File: src/rtl/pinshare_pkg.sv
// Shared types for the serial pin multiplexer.
// Assumes: two-bit encodings suffice for both state machines.
package pinshare_pkg;

    typedef enum logic [1:0] {
        OWN_EE  = 2'd0,
        OWN_GAP = 2'd1,
        OWN_SP  = 2'd2
    } owner_e;

    typedef enum logic [1:0] {
        SEQ_WAIT   = 2'd0,
        SEQ_ENABLE = 2'd1,
        SEQ_DIR    = 2'd2,
        SEQ_DRIVE  = 2'd3
    } seq_e;

endpackage

File: src/rtl/pinshare_sync.sv
// Multi-flop synchroniser for an asynchronous level input.
// Assumes: STAGES >= 1; reset value of every stage is 0.
module pinshare_sync #(
    parameter int STAGES = 2
) (
    input  logic clk,
    input  logic rst_n,
    input  logic d,
    output logic q
);

    logic [STAGES-1:0] chain;

    generate
        if (STAGES == 1) begin : g_single
            // Purpose: single capture flop.
            always_ff @(posedge clk) begin
                if (!rst_n) chain <= '0;
                else        chain <= d;
            end
        end else begin : g_chain
            // Purpose: shift the input through the stage chain.
            always_ff @(posedge clk) begin
                if (!rst_n) chain <= '0;
                else        chain <= {chain[STAGES-2:0], d};
            end
        end
    endgenerate

    assign q = chain[STAGES-1];

endmodule

File: src/rtl/pinshare_owner.sv
// Pad ownership state machine. Captures the bus-enable strap during reset
// and moves ownership between EEPROM and serial port through one gap clock.
// Assumes: sel_sync is already synchronised to clk.
module pinshare_owner
    import pinshare_pkg::*;
(
    input  logic   clk,
    input  logic   rst_n,
    input  logic   bus_strap,
    input  logic   sel_sync,
    output owner_e owner,
    output logic   bus_lat
);

    owner_e own_q;
    logic   want_sp;

    // Purpose: the serial port is wanted when the bus is off or it is selected.
    assign want_sp = !bus_lat || sel_sync;

    // Purpose: capture the strap in reset and step ownership through the gap.
    always_ff @(posedge clk) begin
        if (!rst_n) begin
            bus_lat <= bus_strap;
            own_q   <= bus_strap ? OWN_EE : OWN_SP;
        end else begin
            unique case (own_q)
                OWN_EE:  if (want_sp)  own_q <= OWN_GAP;
                OWN_SP:  if (!want_sp) own_q <= OWN_GAP;
                default: own_q <= want_sp ? OWN_SP : OWN_EE;
            endcase
        end
    end

    assign owner = own_q;

    // captured strap never moves after reset
    a_r1_strap_held: assert property (@(posedge clk) disable iff (!rst_n)
        $past(rst_n) |-> $stable(bus_lat));

    // EEPROM ownership is never followed directly by serial port ownership
    a_r5_no_ee_to_sp: assert property (@(posedge clk) disable iff (!rst_n)
        (own_q == OWN_EE) |=> (own_q != OWN_SP));

    // serial port ownership is never followed directly by EEPROM ownership
    a_r5_no_sp_to_ee: assert property (@(posedge clk) disable iff (!rst_n)
        (own_q == OWN_SP) |=> (own_q != OWN_EE));

    // bus disabled means the serial port always owns the pads
    a_r4_bus_off_sp: assert property (@(posedge clk) disable iff (!rst_n)
        !bus_lat |-> (own_q == OWN_SP));

endmodule

File: src/rtl/pinshare_seq.sv
// Switch-over sequencer: after the configuration-done flag it raises a
// general-purpose control bit in three ordered steps and then holds it.
// Assumes: cfg_done is synchronous to clk.
module pinshare_seq
    import pinshare_pkg::*;
(
    input  logic clk,
    input  logic rst_n,
    input  logic cfg_done,
    output logic ctl_en,
    output logic ctl_oe,
    output logic ctl_val
);

    seq_e st_q;

    // Purpose: advance one step per clock once configuration is done.
    always_ff @(posedge clk) begin
        if (!rst_n) begin
            st_q <= SEQ_WAIT;
        end else begin
            unique case (st_q)
                SEQ_WAIT:   if (cfg_done) st_q <= SEQ_ENABLE;
                SEQ_ENABLE: st_q <= SEQ_DIR;
                SEQ_DIR:    st_q <= SEQ_DRIVE;
                default:    st_q <= SEQ_DRIVE;
            endcase
        end
    end

    // Purpose: decode the control bit fields from the step.
    always_comb begin
        ctl_en  = (st_q != SEQ_WAIT);
        ctl_oe  = (st_q == SEQ_DIR) || (st_q == SEQ_DRIVE);
        ctl_val = (st_q == SEQ_DRIVE);
    end

    // the value is only ever driven with the direction set
    a_r9_val_needs_dir: assert property (@(posedge clk) disable iff (!rst_n)
        ctl_val |-> ctl_oe);

    // direction rises only after enable was already up
    a_r9_dir_after_en: assert property (@(posedge clk) disable iff (!rst_n)
        $rose(ctl_oe) |-> $past(ctl_en));

    // value rises only after direction was already up
    a_r9_val_after_dir: assert property (@(posedge clk) disable iff (!rst_n)
        $rose(ctl_val) |-> $past(ctl_oe));

endmodule

File: src/rtl/pinshare_route.sv
// Combinational pad routing for the current owner and the clock-source pad.
// Assumes: owner is a registered state; non-owners see constant 0.
module pinshare_route
    import pinshare_pkg::*;
(
    input  owner_e owner,
    input  logic   ee_clk,
    input  logic   ee_dout,
    input  logic   ee_cs,
    output logic   ee_din,
    input  logic   sp_tx_clk,
    input  logic   sp_tx_dat,
    output logic   sp_rx_dat,
    output logic   sp_clk_src,
    input  logic   gpio_clk_en,
    input  logic   gpio_clk_val,
    output logic   pad_clk_o,
    output logic   pad_clk_oe,
    output logic   pad_txd_o,
    output logic   pad_txd_oe,
    input  logic   pad_rxd_i,
    output logic   pad_cs_o,
    input  logic   pad_csrc_i,
    output logic   pad_csrc_o,
    output logic   pad_csrc_oe
);

    // Purpose: steer shared pads and return data by owner.
    always_comb begin
        pad_clk_o  = 1'b0;
        pad_clk_oe = 1'b0;
        pad_txd_o  = 1'b0;
        pad_txd_oe = 1'b0;
        pad_cs_o   = 1'b0;
        ee_din     = 1'b0;
        sp_rx_dat  = 1'b0;
        unique case (owner)
            OWN_EE: begin
                pad_clk_o  = ee_clk;
                pad_clk_oe = 1'b1;
                pad_txd_o  = ee_dout;
                pad_txd_oe = 1'b1;
                pad_cs_o   = ee_cs;
                ee_din     = pad_rxd_i;
            end
            OWN_SP: begin
                pad_clk_o  = sp_tx_clk;
                pad_clk_oe = 1'b1;
                pad_txd_o  = sp_tx_dat;
                pad_txd_oe = 1'b1;
                sp_rx_dat  = pad_rxd_i;
            end
            default: ;
        endcase
    end

    // Purpose: clock-source pad belongs to GPIO only when its enable is set.
    always_comb begin
        pad_csrc_oe = gpio_clk_en;
        pad_csrc_o  = gpio_clk_en ? gpio_clk_val : 1'b0;
        sp_clk_src  = gpio_clk_en ? 1'b0 : pad_csrc_i;
    end

endmodule

File: src/rtl/serial_pin_share.sv
// Top of the shared serial pin multiplexer: synchroniser, ownership state
// machine, switch-over sequencer and pad router.
// Assumes: port_sel_strap is asynchronous; the other inputs are synchronous to clk.
module serial_pin_share
    import pinshare_pkg::*;
#(
    parameter int SYNC_STAGES = 2
) (
    input  logic clk,
    input  logic rst_n,
    input  logic bus_en_strap,
    input  logic port_sel_strap,
    input  logic cfg_done,
    input  logic ee_clk,
    input  logic ee_dout,
    input  logic ee_cs,
    output logic ee_din,
    input  logic sp_tx_clk,
    input  logic sp_tx_dat,
    output logic sp_rx_dat,
    output logic sp_clk_src,
    input  logic gpio_clk_en,
    input  logic gpio_clk_val,
    output logic pad_clk_o,
    output logic pad_clk_oe,
    output logic pad_txd_o,
    output logic pad_txd_oe,
    input  logic pad_rxd_i,
    output logic pad_cs_o,
    input  logic pad_csrc_i,
    output logic pad_csrc_o,
    output logic pad_csrc_oe,
    output logic ctl_en,
    output logic ctl_oe,
    output logic ctl_val
);

    logic   sel_sync;
    logic   bus_lat;
    owner_e owner;

    pinshare_sync #(.STAGES(SYNC_STAGES)) u_sync (
        .clk   (clk),
        .rst_n (rst_n),
        .d     (port_sel_strap),
        .q     (sel_sync)
    );

    pinshare_owner u_owner (
        .clk       (clk),
        .rst_n     (rst_n),
        .bus_strap (bus_en_strap),
        .sel_sync  (sel_sync),
        .owner     (owner),
        .bus_lat   (bus_lat)
    );

    pinshare_seq u_seq (
        .clk      (clk),
        .rst_n    (rst_n),
        .cfg_done (cfg_done),
        .ctl_en   (ctl_en),
        .ctl_oe   (ctl_oe),
        .ctl_val  (ctl_val)
    );

    pinshare_route u_route (
        .owner        (owner),
        .ee_clk       (ee_clk),
        .ee_dout      (ee_dout),
        .ee_cs        (ee_cs),
        .ee_din       (ee_din),
        .sp_tx_clk    (sp_tx_clk),
        .sp_tx_dat    (sp_tx_dat),
        .sp_rx_dat    (sp_rx_dat),
        .sp_clk_src   (sp_clk_src),
        .gpio_clk_en  (gpio_clk_en),
        .gpio_clk_val (gpio_clk_val),
        .pad_clk_o    (pad_clk_o),
        .pad_clk_oe   (pad_clk_oe),
        .pad_txd_o    (pad_txd_o),
        .pad_txd_oe   (pad_txd_oe),
        .pad_rxd_i    (pad_rxd_i),
        .pad_cs_o     (pad_cs_o),
        .pad_csrc_i   (pad_csrc_i),
        .pad_csrc_o   (pad_csrc_o),
        .pad_csrc_oe  (pad_csrc_oe)
    );

    // a raised chip select is only seen while the EEPROM owns the pads
    a_r6_cs_owner: assert property (@(posedge clk) disable iff (!rst_n)
        pad_cs_o |-> (owner == OWN_EE));

    // serial receive data is quiet unless the serial port owns the pads
    a_r7_rx_quiet: assert property (@(posedge clk) disable iff (!rst_n)
        sp_rx_dat |-> (owner == OWN_SP));

    // EEPROM data-in is quiet unless the EEPROM owns the pads
    a_r7_ee_quiet: assert property (@(posedge clk) disable iff (!rst_n)
        ee_din |-> (owner == OWN_EE));

    // after a gap clock both shared pads are driven again
    a_r5_gap_then_drive: assert property (@(posedge clk) disable iff (!rst_n)
        (owner == OWN_GAP) |=> (pad_clk_oe && pad_txd_oe));

endmodule

File: config.mk
export PLATFORM = sky130hd
export DESIGN_NAME = serial_pin_share
export DESIGN_NICKNAME = d
export VERILOG_FILES = /design/src/rtl/pinshare_pkg.sv /design/src/rtl/pinshare_sync.sv /design/src/rtl/pinshare_owner.sv /design/src/rtl/pinshare_seq.sv /design/src/rtl/pinshare_route.sv /design/src/rtl/serial_pin_share.sv
export SDC_FILE = /design/constraint.sdc
export NUM_CORES = 1
export LEC_CHECK = 0
export BUFFER_PORTS_ARGS = -buffer_cell sky130_fd_sc_hd__buf_4
export CORE_AREA = 2 2 39 41
export CTS_CLUSTER_DIAMETER = 100
export CTS_CLUSTER_SIZE = 8
export DETAILED_ROUTE_END_ITERATION = 6
export DIE_AREA = 0 0 41 43
export GPL_ROUTABILITY_DRIVEN = 0
export PLACE_DENSITY = 0.62
export SLEW_MARGIN = 20
export SYNTH_ARGS = -nofsm -noshare
export SYNTH_HDL_FRONTEND = slang
export SYNTH_SLANG_ARGS = --single-unit
File: constraint.sdc
create_clock -name clk -period 3.2 [get_ports clk]
set_input_delay 0.64 -clock clk [delete_from_list [all_inputs] [get_ports clk]]
set_output_delay 0.64 -clock clk [all_outputs]
set_load 0.01 [all_outputs]
## After elaboration in Yosys (flattened, before gate mapping)

Cells that the tools add are included.

- Output and inout port bits: 13
- Word-level logic and storage cells: 35
- Flip-flop bits (word level): 7
- Input port bits: 14

- Muxes and demuxes: 16
- Equality and inequality tests: 7
- Reductions and logical operators: 8

Operators by type and width:

| operator | number |
|---|---|
| $mux 2 | 6 |
| $pmux 2 s2 | 2 |
| $eq 2x2->1 const B | 3 |
| $mux 1 | 6 |
| $logic_not 2->1 | 2 |
| $pmux 1 s2 | 2 |
| $ne 3x2->1 const B | 1 |
| $ne 3x3->1 const B | 1 |
| $eq 2x1->1 const B | 1 |
| $logic_or 1x1->1 | 2 |
| $ne 2x2->1 const B | 1 |
| $reduce_and 2->1 | 1 |
| $reduce_bool 2->1 | 1 |
| $reduce_or 2->1 | 1 |
| $logic_not 1->1 | 1 |

## Depth between registers and ports, before layout

Gate-level depths: netlist of run 1.

- Depth after elaboration: 5
- Gate-level depth with buffers: 3
- Mapped depth without buffers: 3

## Cells and area by module

Synthesis of run 1 repeated with hierarchy kept, for this count alone.

- Cells, all modules: 34
- Area total of the unflattened synthesis: 352.8 sq um

Modules (own cells, without submodules):

| module | times used | area an instance (sq um) | cells each | seq. area each (sq um) |
|---|---|---|---|---|
| pinshare_owner | 1 | 133.9 | 10 | 90.1 |
| pinshare_seq | 1 | 85.1 | 8 | 40.0 |
| pinshare_route | 1 | 81.3 | 12 | 0.0 |
| pinshare_sync | 1 | 52.6 | 4 | 40.0 |

## Least setup slack after synthesis of run 1

No wires, ideal clock.

- Path kind: input to output
- From: input port pad_rxd_i
- To: output port ee_din
- Path buffers: 0
- Data required time: 2.560 ns
- Stages: 1
- Data arrival time: 0.946 ns
- Setup slack: 1.614 ns
- Cell sequence: nor3b_1

- Longest elaborated chain between the ends: 1

Ends and longest elaborated chain:

| item | RTL line | source |
|---|---|---|
| from (decl) | serial_pin_share.sv:28 | `input logic pad_rxd_i,` |
| $mux 1 | pinshare_route.sv:37 | `unique case (owner)` |
| to (decl) | serial_pin_share.sv:17 | `output logic ee_din,` |

Every way passes these cells.

## Final worst setup path of run 1

- From: register u_owner.own_q[0], in the netlist u_owner.owner[0]
- To: output port pad_cs_o

- Longest elaborated chain between the ends: 2

Ends and longest elaborated chain:

| item | RTL line | source |
|---|---|---|
| from (decl) | pinshare_owner.sv:15 | `owner_e own_q;` |
| from (signal assigned) | pinshare_owner.sv:25 | `own_q <= bus_strap ? OWN_EE : OWN_SP;` |
| from (signal assigned) | pinshare_owner.sv:30 | `default: own_q <= want_sp ? OWN_SP : OWN_EE;` |
| $logic_not 2->1 | pinshare_route.sv:37 |  |
| $mux 1 | pinshare_route.sv:37 |  |
| to (decl) | serial_pin_share.sv:29 | `output logic pad_cs_o,` |

Every way passes these cells.

==> qor.txt, run 1 <==
status -> complete, no violations
Reg2Reg Depth -> 2
Synth async-reset ratio -> 0%
Core Util, Final -> 40.9%
CP required -> 2.56 ns
post-synthesis cell count -> 36
CTS H-Tree Depth -> 1
die height -> 43 um
mean area per synthesized cell -> 9.73 um^2
DR iter-0 viols -> 11
RSZ-0062 raised after global routing -> false
ant diodes -> 0
post-synthesis net count -> 50
top cells by count, synth -> 4 x dfxtp_1, 3 x and2_1, 3 x buf_4, 3 x edfxtp_1, 3 x nor2_1
Post-DRT Antenna Nets -> 0
DR vias/cell -> 3.99
Max Clk Rate -> 0.559 GHz
Slew HR -> 80.7%
Max Slew Vio Count -> 0
DRC Markers -> 0
top post-synthesis cells by area -> edfxtp_1 26%, dfxtp_1 23%, buf_4 6.4%
Primary FF master, synth -> dfxtp_1
die area -> 1760 um^2
r2r setup slk -> 2.11 ns
DP Cell Count -> 74
register area share after synthesis -> 48.6%
# rows -> 14
Tightest Pin Transition -> 0.289 ns
Setup crit start kind -> flip-flop
CTS root buffer -> clkbuf_4
via count -> 311
HP Class -> flip-flop to flip-flop
Tcrit/Tclk final -> 55.9%
top-count cell post-synth -> dfxtp_1
worst hold margin -> 0.441 ns
final hold violations -> 0
initial antenna violation count -> 0
end of the worst register-to-register path -> u_owner.owner[0]
Worst Skew -> 0.00395 ns
first-pass GRT wire length -> 1120 um
TritonCTS clock tree -> built
Max VDD drop -> 0.235 mV
Yosys reg bits -> 7
Setup Viol. Count Final -> 0
number of buffers created by CTS -> 3
Critical Path Fanout Max -> 7
dpl hpwl -> 563 um
share of the synthesized area in the top cell type -> 25.7%
routed length per placed instance -> 9.44 um
Non-Filler Instances -> 78
number of detailed-route iterations in the first pass -> 2
layout cells sized above 1 -> 56.5%
clk slew on worst S/H paths -> 0.05 ns
hold buffer count at cts -> 0
Max-cap violations -> 0
Fillers -> 152
hold path depth -> 1
leakage power -> 0.280 nW
Setup Buffers After CTS -> 0
PortBufs -> 26
synthesized area -> 350 um^2
Sequential Area -> 170 um^2
dpl cell area -> 539 um^2
CTS sink cnt -> 7
Starting Density -> 25.3%
total gr overflow -> 0
fin nets -> 77
Die Wd -> 41 um
Bufs on Longest Clock Path -> 2
vias in the first global route -> 280
P per Cell Area -> 506 nW/um^2
Yosys cell types -> 20
footprint of the multi-input gates -> 143 um^2
WHS Endpoint -> u_sync.chain[1]
synth warn -> 0
Hold Crit Start -> u_sync.chain[0]
largest net degree at the start of global routing -> 8
Area growth, synth to finish -> 61.4%
Arr. time, crit path -> 1.15 ns
Final Critical Period -> 1.79 ns
crit end category -> primary output
setup TNS -> 0 ns
Clk Latency, worst-skew pair -> 0.25 ns
critical path class -> flip-flop to primary output
Reg2Reg Launch Point -> u_owner.owner[1]
Tot GR Track Use -> 9.71%
core area -> 1380 um^2
final instance area -> 566 um^2
Post-synth EDFFs -> 3
CTS-repair resized insts -> 0
I/O Pins -> 27
final WL -> 736 um
Synth area leader -> edfxtp_1
## routing by layer
metal / wire length [um] / part of all wire (%) / up-vias / GRT usage, %
met3: 29 / 3.9 / 0 / 3.14
met2: 425 / 58 / 7 / 14.7
met5: 0 / 0 / - / 0
met4: 0 / 0 / 0 / 6.00
met1: 281 / 38 / 140 / 11.2
li1: - / - / 164 / -
## layout by cell type (no fill, tap or decap), types with 2 or more instances in the layout
| cell type | instances |
|---|---|
| and2_1 | 3 |
| buf_4 | 26 |
| clkbuf_4 | 3 |
| dfxtp_1 | 4 |
| edfxtp_1 | 3 |
| inv_2 | 2 |
| mux2i_1 | 2 |
| nand2_1 | 2 |
| nor2_1 | 3 |
| nor2b_1 | 2 |
| nor3b_1 | 2 |
## cells by family (layout without fill, tap and decap cells)
kind of cell | Yosys count | count (layout) | synth area share [%]
XOR/XNOR | 1 | 1 | 2.50
flip-flops | 7 | 7 | 48.6
AO/OA/AOI/OAI | 2 | 2 | 3.21
buffers and inverters | 7 | 33 | 10.7
AND/OR/NAND/NOR | 17 | 17 | 29.3
multiplexers | 2 | 2 | 5.71
## worst max-delay path, stage by stage, from the launching register on
cell,delay (ns)
edfxtp_1,0.51
nor3b_1,0.24
buf_4,0.15
## worst max-delay path by stage
stage	from	depth (start not counted)	to
after floorplan	pad_rxd_i	1	ee_din
after global placement	sp_tx_dat	4	pad_txd_o
after detailed placement	sp_tx_dat	4	pad_txd_o
after CTS	u_owner.owner[1]	3	pad_txd_o
after global routing	u_owner.owner[1]	3	pad_txd_o
final	u_owner.owner[0]	2	pad_cs_o
## through the flow
stage	setup slack (ns)	power (W)
final	1.41	0.000286
after global routing	1.31	0.000303
after CTS	1.40	0.000290
after detailed placement	1.49	0.000209
after global placement	1.49	0.000208
after floorplan	1.61	0.000166
## area by class of cell
type,instances,area share [%]
timing repair buffer,26,34.5
multi-input combinational,22,25.2
clock buffer,4,4.65
tap,16,3.54
inverter,3,1.99
sequential,7,30.1
## flip-flops by register name, summed over array words and instances, names as in the netlist
signal / count
u_owner.owner: 2
u_sync.chain: 2
u_seq.st_q: 2
u_owner.bus_lat: 1
## power by group
group          switching [W]  total [W]  internal (W)
Combinational      0.0000346  0.0000865     0.0000519
Sequential         0.0000144   0.000120      0.000105
Clock              0.0000323  0.0000799     0.0000476
Total              0.0000813   0.000286      0.000205
(Power assumes the default switching activity.)
==> run 2: changes to the inputs <==
--- a/config.mk
+++ b/config.mk
@@ -12,7 +12,7 @@
 export DETAILED_ROUTE_END_ITERATION = 6
 export DIE_AREA = 0 0 41 43
 export GPL_ROUTABILITY_DRIVEN = 0
-export PLACE_DENSITY = 0.62
+export PLACE_DENSITY = 0.64
 export SLEW_MARGIN = 20
 export SYNTH_ARGS = -nofsm -noshare
 export SYNTH_HDL_FRONTEND = slang
==> constraint.sdc (replaced) <==
create_clock -name clk -period 1.6 [get_ports clk]
set_input_delay 0.32 -clock clk [delete_from_list [all_inputs] [get_ports clk]]
set_output_delay 0.32 -clock clk [all_outputs]
set_load 0.01 [all_outputs]
==> qor.txt, run 2 (same netlist as run 1, synthesis figures left out) <==
die height -> 43 um (unchanged)
# rows -> 14 (unchanged)
Max VDD drop -> 0.477 mV (+100%)
Slew HR -> 82.4% (+1.7 points)
routed length per placed instance -> 8.81 um (-6.7%)
Pwr Total -> 0.000568 W (+98%)
Final Critical Period -> 1.47 ns
P per Cell Area -> 1000 nW/um^2 (+98%)
initial antenna violation count -> 0 (unchanged)
Die Wd -> 41 um (unchanged)
TritonCTS clock tree -> built
via count -> 312 (+0.32%)
Clk Latency, worst-skew pair -> 0.25 ns (about the same)
DRC Markers -> 0 (unchanged)
DR iter-0 viols -> 0 (-11)
ant diodes -> 0 (unchanged)
Hold Crit Start -> bus_en_strap
Tcrit/Tclk final -> 92.0%
Max Slew Vio Count -> 0 (unchanged)
PnR worst setup slack -> 0.128 ns (-1.28 ns)
CTS-repair resized insts -> 0 (unchanged)
dpl cell area -> 539 um^2 (unchanged)
layout cells sized above 1 -> 56.5% (unchanged)
Sequential Area -> 170 um^2 (unchanged)
Critical Path Fanout Max -> 7 (unchanged)
CTS sink cnt -> 7 (unchanged)
Starting Density -> 25.3% (unchanged)
crit end category -> primary output
Post-DRT Antenna Nets -> 0 (unchanged)
final instance area -> 566 um^2 (unchanged)
most frequent cells in the layout -> 26 x buf_4, 4 x dfxtp_1
status -> complete, no violations
Setup Buffers After CTS -> 0 (unchanged)
worst hold margin -> 0.258 ns (-0.183 ns)
clk slew on worst S/H paths -> 0.05 ns (about the same)
end of the worst register-to-register path -> u_owner.owner[1]
Max Clk Rate -> 0.679 GHz
total gr overflow -> 0 (unchanged)
CTS H-Tree Depth -> 1 (unchanged)
I/O Pins -> 27 (unchanged)
largest net degree at the start of global routing -> 8 (unchanged)
core area -> 1380 um^2 (unchanged)
Tightest Pin Transition -> 0.264 ns (-0.0253 ns)
final WL -> 687 um (-6.7%)
PortBufs -> 26 (unchanged)
commonest non-fill, non-tap cell in the layout -> buf_4
Fillers -> 141 (-7.2%)
hold buffer count at cts -> 0 (unchanged)
Reg2Reg Depth -> 2 (unchanged)
Reg2Reg Launch Point -> u_owner.owner[1]
leakage power -> 0.280 nW (unchanged)
Setup Viol. Count Final -> 0 (unchanged)
Tot GR Track Use -> 9.09% (-0.62 points)
Arr. time, crit path -> 1.15 ns (about the same)
RSZ-0062 raised after global routing -> false
r2r setup slk -> 0.52 ns (-1.59 ns)
setup TNS -> 0 ns (unchanged)
HP Class -> input pin to flip-flop
first-pass GRT wire length -> 1080 um (-3.6%)
fin nets -> 77 (unchanged)
Area growth, synth to finish -> 61.4% (unchanged)
critical path class -> flip-flop to primary output
Setup crit end -> pad_cs_o
die area -> 1760 um^2 (unchanged)
pre-CTS WS -> 0.381 ns (-1.11 ns)
CP Launch Point -> u_owner.owner[0]
Setup crit start kind -> flip-flop
CP required -> 1.28 ns (-1.28 ns)
final hold violations -> 0 (unchanged)
number of detailed-route iterations in the first pass -> 1 (-1)
number of buffers created by CTS -> 3 (unchanged)
CTS root buffer -> clkbuf_4
footprint of the multi-input gates -> 143 um^2 (unchanged)
DR vias/cell -> 4.00 (+0.32%)
Worst Skew -> 0.000472 ns (-0.00347 ns)
dpl hpwl -> 544 um (-3.4%)
Max-cap violations -> 0 (unchanged)
Bufs on Longest Clock Path -> 2 (unchanged)
vias in the first global route -> 281 (+0.36%)
## run 2: how the worst min path moves through the flow
stage,to,depth (start not counted),slack [ns]
after detailed placement,u_sync.chain[1],1,0.42
after CTS,u_owner.bus_lat,1,0.25
after floorplan,u_sync.chain[1],1,0.41
after global routing,u_owner.bus_lat,1,0.25
after global placement,u_sync.chain[1],1,0.42
final,u_owner.bus_lat,1,0.26
## run 2: stage by stage
stage	cells	util (%)
floorplan	36	-
global placement	74	39.0
detailed placement	74	39.0
CTS	78	40.9
global route	78	40.9
finish	78	40.9
## run 2: worst max-delay path: stages (launching register included)
cell      delay (ns)
edfxtp_1        0.50
nor3b_1         0.25
buf_4           0.15
## run 2: report_power, final
part | switching [W] | leakage (nW) | total [W] | internal (W)
sequential | 0.0000275 | 0.0648 | 0.000238 | 0.000211
clock | 0.0000635 | 0.0150 | 0.000159 | 0.0000951
combinational | 0.0000672 | 0.201 | 0.000171 | 0.000104
total | 0.000158 | 0.280 | 0.000568 | 0.000410
## run 2: final cells by class
class | instances | area share, %
sequential | 7 | 30.1
timing repair buffer | 26 | 34.5
inverter | 3 | 1.99
multi-input combinational | 22 | 25.2
clock buffer | 4 | 4.65
tap | 16 | 3.54
## run 2: layer usage
metal | vias to the layer above | GRT usage [%] | wire [um]
met1 | 136 | 10.5 | 260
met4 | 0 | 6.00 | 10
met3 | 2 | 3.14 | 44
met2 | 10 | 13.4 | 371
li1 | 164 | - | -
met5 | - | 0 | 0
==> run 3: changes to the inputs <==
==> constraint.sdc (replaced) <==
create_clock -name clk -period 1.6 [get_ports clk]
set_input_delay 0.32 -clock clk [delete_from_list [all_inputs] [get_ports clk]]
set_output_delay 0.32 -clock clk [all_outputs]
set_load 0.05 [all_outputs]
==> qor.txt, run 3 (same netlist as run 1, synthesis figures left out) <==
initial antenna violation count -> 0 (unchanged)
Reg2Reg Launch Point -> u_owner.owner[0]
Max Clk Rate -> 0.654 GHz (-3.7%)
final WL -> 703 um (+2.3%)
DRC Markers -> 0 (unchanged)
commonest non-fill, non-tap cell in the layout -> buf_4
Max-cap violations -> 0 (unchanged)
Met2 Wirelength -> 374 um (+0.81%)
fin nets -> 79 (+2.6%)
critical path class -> flip-flop to primary output
hold buffer count at cts -> 0 (unchanged)
end of the worst register-to-register path -> u_owner.owner[0]
TritonCTS clock tree -> built
DR vias/cell -> 3.98 (-0.62%)
vias in the first global route -> 288 (+2.5%)
Max Slew Vio Count -> 0 (unchanged)
total gr overflow -> 0 (unchanged)
Critical Path Fanout Max -> 6 (-1)
Reg2Reg Depth -> 4 (+2)
CP required -> 1.28 ns (about the same)
die height -> 43 um (unchanged)
Starting Density -> 25.3% (unchanged)
CTS root buffer -> clkbuf_4
Setup crit start kind -> flip-flop
# rows -> 14 (unchanged)
Bufs on Longest Clock Path -> 2 (unchanged)
Slew HR -> 83.9% (+1.5 points)
dpl hpwl -> 538 um (-0.99%)
number of detailed-route iterations in the first pass -> 3 (+2)
top sig layer -> met4
crit end category -> primary output
routed length per placed instance -> 8.79 um (-0.23%)
I/O Pins -> 27 (unchanged)
CTS H-Tree Depth -> 1 (unchanged)
dpl cell area -> 539 um^2 (unchanged)
PnR worst setup slack -> 0.0710 ns (-0.0570 ns)
Tot GR Track Use -> 8.98% (-0.11 points)
leakage power -> 0.290 nW (+3.6%)
met3 WL -> 37 um (-16%)
clk slew on worst S/H paths -> 0.05 ns (about the same)
Post-DRT Antenna Nets -> 0 (unchanged)
r2r setup slk -> 0.45 ns (-0.07 ns)
PortBufs -> 26 (unchanged)
final hold violations -> 0 (unchanged)
P per Cell Area -> 1250 nW/um^2 (+24%)
core area -> 1380 um^2 (unchanged)
pre-CTS WS -> 0.305 ns (-0.0756 ns)
first-pass GRT wire length -> 1030 um (-5.1%)
Tcrit/Tclk final -> 95.6% (+3.6 points)
Area growth, synth to finish -> 65.7%
Arr. time, crit path -> 1.21 ns (+0.06 ns)
Die Wd -> 41 um (unchanged)
largest net degree at the start of global routing -> 8 (unchanged)
layout cells sized above 1 -> 57.8% (+1.4 points)
status -> complete, no violations
CP Launch Point -> u_owner.owner[1]
Worst Skew -> 0.00233 ns (+0.00185 ns)
DR iter-0 viols -> 3 (+3)
Final Critical Period -> 1.53 ns (+0.0570 ns)
ant diodes -> 0 (unchanged)
Metal-1 WL -> 267 um (+2.7%)
Tightest Pin Transition -> 0.241 ns (-0.0225 ns)
CTS sink cnt -> 7 (unchanged)
Max VDD drop -> 0.536 mV (+12%)
HP Class -> input pin to flip-flop
RSZ-0062 raised after global routing -> false
Clk Latency, worst-skew pair -> 0.25 ns (about the same)
die area -> 1760 um^2 (unchanged)
WHS Endpoint -> u_owner.bus_lat
worst hold margin -> 0.254 ns (-0.00375 ns)
Hold Crit Start -> bus_en_strap
Setup Viol. Count Final -> 0 (unchanged)
hold path depth -> 1 (unchanged)
most frequent cells in the layout -> 28 x buf_4, 4 x dfxtp_1
via count -> 318 (+1.9%)
final instance area -> 581 um^2 (+2.7%)
number of buffers created by CTS -> 3 (unchanged)
run 3: report_power, final:
part	total [W]	switching, W	leakage, nW	internal, W
logic	0.000331	0.000210	0.211	0.000121
registers	0.000232	0.0000209	0.0648	0.000211
clock network	0.000162	0.0000672	0.0150	0.0000953
run 3: worst max-delay path by stage:
stage | cells after the start | slack [ns] | end
floorplan | 1 | -0.39 | ee_din
global placement | 2 | 0.30 | pad_cs_o
detailed placement | 2 | 0.31 | pad_cs_o
CTS | 2 | 0.03 | pad_cs_o
global route | 2 | 0.01 | ee_din
finish | 2 | 0.07 | pad_cs_o
run 3: metal layers:
metal,global-route usage [%],vias to the layer above
li1,-,167
met4,8.00,0
met2,14.1,11
met1,8.50,137
met5,0,-
met3,3.14,3
run 3: what timing repair did:
item / in CTS / in global routing
hold endpoints to repair: 0 / 0
setup buffers: 0 / 2
resized for setup: 0 / 0
endpoints found under the setup margin: 0 / 2
run 3: metrics by stage:
step / total power (W) / setup TNS [ns] / instances / utilization (%)
CTS: 0.000715 / 0 / 78 / 40.9
detailed placement: 0.000552 / 0 / 74 / 39.0
global placement: 0.000550 / 0 / 74 / 39.0
global route: 0.000760 / 0 / 80 / 42.0
floorplan: 0.000466 / -0.780 / 36 / -
finish: 0.000725 / 0 / 80 / 42.0
run 3: cell type report:
cell class                      instances  area (um^2)
Sequential cell                         7          170
Multi-Input combinational cell         22          143
Fill cell                             143          803
Tap cell                               16         20.0
Inverter                                3         11.3
Timing Repair Buffer                   28          210
Clock buffer                            4         26.3
run 3: critical path: stages (launching register included):
cell and delay [ns]:
edfxtp_1 0.49, nor3b_1 0.23, buf_4 0.23
